--- config.mk ---
export PLATFORM = sky130hd
export DESIGN_NAME = profile_burst_seq
export DESIGN_NICKNAME = d
export VERILOG_FILES = /design/src/rtl/profile_burst_seq.sv
export SDC_FILE = /design/constraint.sdc
export NUM_CORES = 1
export LEC_CHECK = 0
export CELL_PAD_IN_SITES_DETAIL_PLACEMENT = 0
export CELL_PAD_IN_SITES_GLOBAL_PLACEMENT = 1
export CORE_MARGIN = 2
export CORE_UTILIZATION = 30
export DETAILED_ROUTE_END_ITERATION = 7
export GPL_ROUTABILITY_DRIVEN = 1
export HOLD_SLACK_MARGIN = 0.06
export PLACE_DENSITY = 0.84
export SLEW_MARGIN = 20
export SYNTH_ARGS = -nofsm -noshare
export SYNTH_HDL_FRONTEND = slang
export SYNTH_SLANG_ARGS = --single-unit
--- constraint.sdc ---
create_clock -name clk -period 2.4 [get_ports clk]
set_input_delay 0.36 -clock clk [delete_from_list [all_inputs] [get_ports clk]]
set_output_delay 0.36 -clock clk [all_outputs]
set_load 0.005 [all_outputs]
--- src/rtl/profile_burst_seq.sv ---
module profile_burst_seq #(
  parameter int PW = 2,
  parameter int CW = 3
) (
  input  logic          clk,
  input  logic          rst_n,
  input  logic          ram_mode,
  input  logic [CW-1:0] ctrl_code,
  input  logic          update_strobe,
  input  logic          seg_done,
  input  logic [PW-1:0] ext_profile,
  output logic [PW-1:0] profile_sel,
  output logic          force_ramp_up,
  output logic          burst_done
);
  logic [CW-1:0] code_q;
  logic [PW-1:0] prof_q;
  logic          done_q;

  wire           code_ok = (code_q != '0) && (code_q != {CW{1'b1}});
  wire           engaged = ram_mode && code_ok;
  wire           looping = code_q[CW-1];
  wire [PW-1:0]  last_prof = looping ? PW'(code_q[PW-1:0] + 1'b1) : code_q[PW-1:0];

  always_ff @(posedge clk or negedge rst_n) begin
    if (!rst_n) begin
      code_q <= '0;
      prof_q <= '0;
      done_q <= 1'b0;
    end else if (update_strobe) begin
      code_q <= ctrl_code;
      prof_q <= '0;
      done_q <= 1'b0;
    end else if (engaged && seg_done && !done_q) begin
      if (prof_q != last_prof)
        prof_q <= prof_q + 1'b1;
      else if (looping)
        prof_q <= '0;
      else
        done_q <= 1'b1;
    end
  end

  assign profile_sel   = engaged ? prof_q : ext_profile;
  assign force_ramp_up = engaged;
  assign burst_done    = engaged && done_q;
endmodule


# ---- Word-level counts from Yosys, hierarchy flattened
# Cells that the tools add are included.
dict set report totals {
  reg_bits 6
  in_bits 10
  out_inout_bits 4
}
dict set report classes {
  n_addsub 2
  eq_ne 4
  n_mux 10
  reduce_logical 11
}
# cell n
set ops {}
lappend ops {{2-to-1 mux 2 bit} 6}
lappend ops {{nonzero test 3 bit} 2}
lappend ops {{logical AND 1 bit} 5}
lappend ops {{adder 2 x 1 -> 2 bit, second input constant} 2}
lappend ops {{2-to-1 mux 1 bit} 4}
lappend ops {{inequality test 2 bit, second input constant} 2}
lappend ops {{inequality test 3 bit, second input constant} 1}
lappend ops {{AND reduction 3 bit} 1}
lappend ops {{inequality test 2 bit} 1}
lappend ops {{AND reduction 2 bit} 1}
lappend ops {{nonzero test 2 bit} 1}
lappend ops {{zero test 1 bit} 1}

# ---- Depth between registers and ports, before layout
dict set report depth {
  ltp_word 7
  depth_mapped 7
  ltp_nobuf 7
}

# ---- Least setup slack after synthesis
# No wires, ideal clock.
dict set report synth_timing {
  path_kind {register -> register}
  from {register code_q[0]}
  to {register prof_q[0]}
  setup_ns 0.078
  t_arrival_ns 1.619
  required_time_ns 2.322
  slack_ns 0.703
  stages_incl_launch_ff 7
  cell_sequence {dfrtp_1 inv_1 ha_1 xnor2_1 and3_4 or4_1 a21oi_1}
}
dict set report synth_between {
  elab_chain_cells 7
  elab_cells_between_ends 15
  classes_between {add/sub (1); eq/ne (2); mux (4); reduce/logical (8)}
}
# element line
set synth_rtl {}
lappend synth_rtl {{from (decl)} 16} ;# logic [CW-1:0] code_q;
lappend synth_rtl {{from (signal assigned)} 31} ;# code_q <= ctrl_code;
lappend synth_rtl {{parallel branches: the longest is 7 deep, another holds adder 2 x 1 -> 2 bit} --}
lappend synth_rtl {{to (signal assigned)} 36} ;# prof_q <= prof_q + 1'b1;
lappend synth_rtl {{to (decl)} 17} ;# logic [PW-1:0] prof_q;
# Several ways; the timed one is not identified. The select of a mux whose other input is x is not followed.
# A chain may end at the register's enable or synchronous reset.

# ---- Worst setup path in the final report
dict set report layout_timing {
  from {register code_q[0]}
  to {output burst_done}
}
dict set report layout_between {
  elab_chain_cells 4
  elab_cells_between_ends 5
  classes_between {eq/ne (1); reduce/logical (4)}
}
# element line
set layout_rtl {}
lappend layout_rtl {{inequality test 3 bit or nonzero test 3 bit (tied branches)} 20} ;# wire code_ok = (code_q != '0) && (code_q != {CW{1'b1}});
lappend layout_rtl {{logical AND 1 bit (*)} 20}
lappend layout_rtl {{logical AND 1 bit (*)} 21} ;# wire engaged = ram_mode && code_ok;
lappend layout_rtl {{logical AND 1 bit (*)} 46} ;# assign burst_done = engaged && done_q;
lappend layout_rtl {{to (decl)} 14} ;# output logic burst_done
# Mark *: on every way between the ends. The rest lies on a longest branch, timed or not.

==> results.yml <==
logic_synthesis:
  syn_nets: 51
  synth_area_um2: 392.9
  synthDistinctLibCells: 23
  postSynthAreaPerCell_um2: 10.07
  syn_inst: 39
  ys_ff_latch: 6
  seq_area_frac_synth_pct: 38.22
  yosys_warnings: 0
final_layout:
  layout_common_cells: "clkdlybuf4s50_1, dfrtp_1, o21ai_0"
  fin_area_um2: 594.3
  drive_above_1_share_pct: 22.81
  final_common_cell: "clkdlybuf4s50_1"
  fin_nets: 71
  syn_to_final_growth_pct: 51.27
  antenna_cells: 0
floorplan:
  die_x_um: 40.19
  dieArea_um2: 1615
  die_y_um: 40.19
  rows: 13
  start_util_pct: 30.97
  core_area_um2: 1269
  io_pins: 14
worst_setup_path:
  critical_path_required_ns: 2.04
  crit_chain: "inv_1 > ha_1 > mux2i_2 > buf_4 > and3_1 > clkdlybuf4s50_1"
  cp.arrival_ns: 1.89
  cp-end-kind: "output port"
  path_class: "register to output port"
  cp_top_family: "buffers and inverters"
  critPathSlowestCell: "clkdlybuf4s50_1"
  start_kind: "register"
  critPathMaxFanout: 3
  crit_path_max_incr_delay_ns: 0.50
  cp_num_buf_inv: 3
detailed_routing:
  ant_nets: 0
  drc: 0
  first_iter_violations: 3
  totalWireLength_um: 859
  via_per_inst: 4.792
  routedWlPerCell_um: 11.93
  first_pass_iters: 4
  vias: 345
global_routing:
  use_met2_pct: 22.18
  antenna_found_initial: 0
  grt_overflow: 0
  grt_usage_pct: 13.69
  grtUsageMet3_pct: 3.333
  grt_max_degree: 9
  grt_pass1_vias: 326
  grt_use_met1_pct: 16.55
  grt_first_pass_wirelength_mm: 1.407
  top_usage_layer: "met2"
timing:
  whs_ns: 0.3605
  maxSlewHeadroom_pct: 80.54
  setup_viol: 0
  rsz0062_at_grt: "no"
  fmax_mhz: 444.3
  fin_crit_sh_pct: 93.78
  slew_viol_final: 0
  worst_slack_ns: 0.1493
  finalCriticalPeriod_ns: 2.251
  finalSetupTns_ns: 0
  fin_skew_ns: 0.006177
  worst_pin_slew_ns: 0.2910
  hold_viol_final: 0
hold_path:
  hold_path.class: "primary input to async pin"
clock_tree:
  clockBufferDepth: 2
  clkTransAtPathRegs_ns: 0.05
  clk_latency_ns: 0.25
  cts_tree: "done"
  cts_made_buffers: 3
  root_buffer: "clkbuf_4"
  ctsHtreeMaxLevel: 1
  cts.sinks: 6
  cts.hold.buffers_added: 0
placed_design:
  pre_cts_ws_ns: 0.2472
  dpl_cell_area_um2: 545.5
  port-buffer-count: 13
  gp_congestion: 0.7142
power_and_ir_drop:
  power_density_nw_per_um2: 510.8
  p_leak_nw: 0.2856
  p_total_w: 0.0003036
  peakVddDrop_mv: 0.2994
status:
  status: "finished, final reports clean"
flow_run:
  max_cap_violations: 0
[layer usage]
| metal | routed length [um] | vias to the layer above |
|---|---|---|
| met5 | 0 | - |
| met2 | 449 | 11 |
| met1 | 362 | 159 |
| met4 | 18 | 0 |
| met3 | 29 | 2 |
| li1 | - | 173 |
[flip-flops by register name, summed over array words and instances, names as in the netlist]
register and count:
prof_q 2, done_q 1, code_q 3
[power breakdown]
part | internal (W) | switching, W | leakage [nW]
logic | 0.0000549 | 0.0000354 | 0.195
registers | 0.000110 | 0.0000110 | 0.0773
clock network | 0.0000565 | 0.0000360 | 0.0138
[metrics by stage]
stage	utilization (%)	std cells
2_1_floorplan	-	39
3_3_place_gp	43.00	67
3_5_place_dp	43.00	67
4_1_cts	45.66	71
5_1_grt	46.84	72
6_report	46.84	72
[layout make-up]
class                   instances  area [um2]
multi-input cells              29       234.0
fillers                       138       674.4
clock buffers                   3       22.52
flip-flops and latches          6       150.1
repair buffers                 16       157.7
well taps                      15       18.77
inverters                       3       11.26
[repair_timing]
action | CTS | global route
gates resized for setup | 1 | 3
setup buffers | 1 | 1
pin swaps | 0 | 1
setup endpoints to repair | 2 | 2
[cell usage after synthesis]
library cell,number,area share [%]
nor3_2,1,2.5
a211o_1,1,2.2
nand4b_1,1,2.2
xnor2_1,1,2.2
a31oi_1,1,1.6
and3b_1,1,2.2
or4_1,1,1.9
mux2_1,2,5.7
a21oi_1,2,2.5
xor2_1,1,2.2
xor2_2,1,4.1
inv_1,3,2.9
and3_1,1,1.6
clkbuf_1,1,0.95
nand2_1,4,3.8
dfrtp_1,6,38
or2b_2,1,2.2
nor2_1,1,0.95
mux2i_1,1,2.5
and3_4,1,2.9
o21ai_0,4,5.1
ha_1,2,6.4
mux2_2,1,2.9
[kinds of logic after synthesis]
family	after synthesis	synth area share (%)
adder cells (fa/ha/maj)	2	6.368
buffers and inverters	4	3.821
AO/OA/AOI/OAI	8	11.47
flip-flops	6	38.22
AND/OR/NAND/NOR	12	20.38
XOR/XNOR	3	8.601
multiplexers	4	11.15
[worst paths after layout]
check                      cells past startpoint  startpoint          to  slack, ns
setup / recovery                               6   code_q[0]  burst_done       0.15
hold / removal                                 1       rst_n      done_q       0.36
hold reg to reg                                2      done_q      done_q       0.55
setup reg to reg                               6   code_q[0]   prof_q[0]       0.63
min in group clk                               2      done_q      done_q       0.55
max in group asynchronous                      1       rst_n   code_q[2]       1.81
Note: power is estimated with default switching activity, not from simulation.
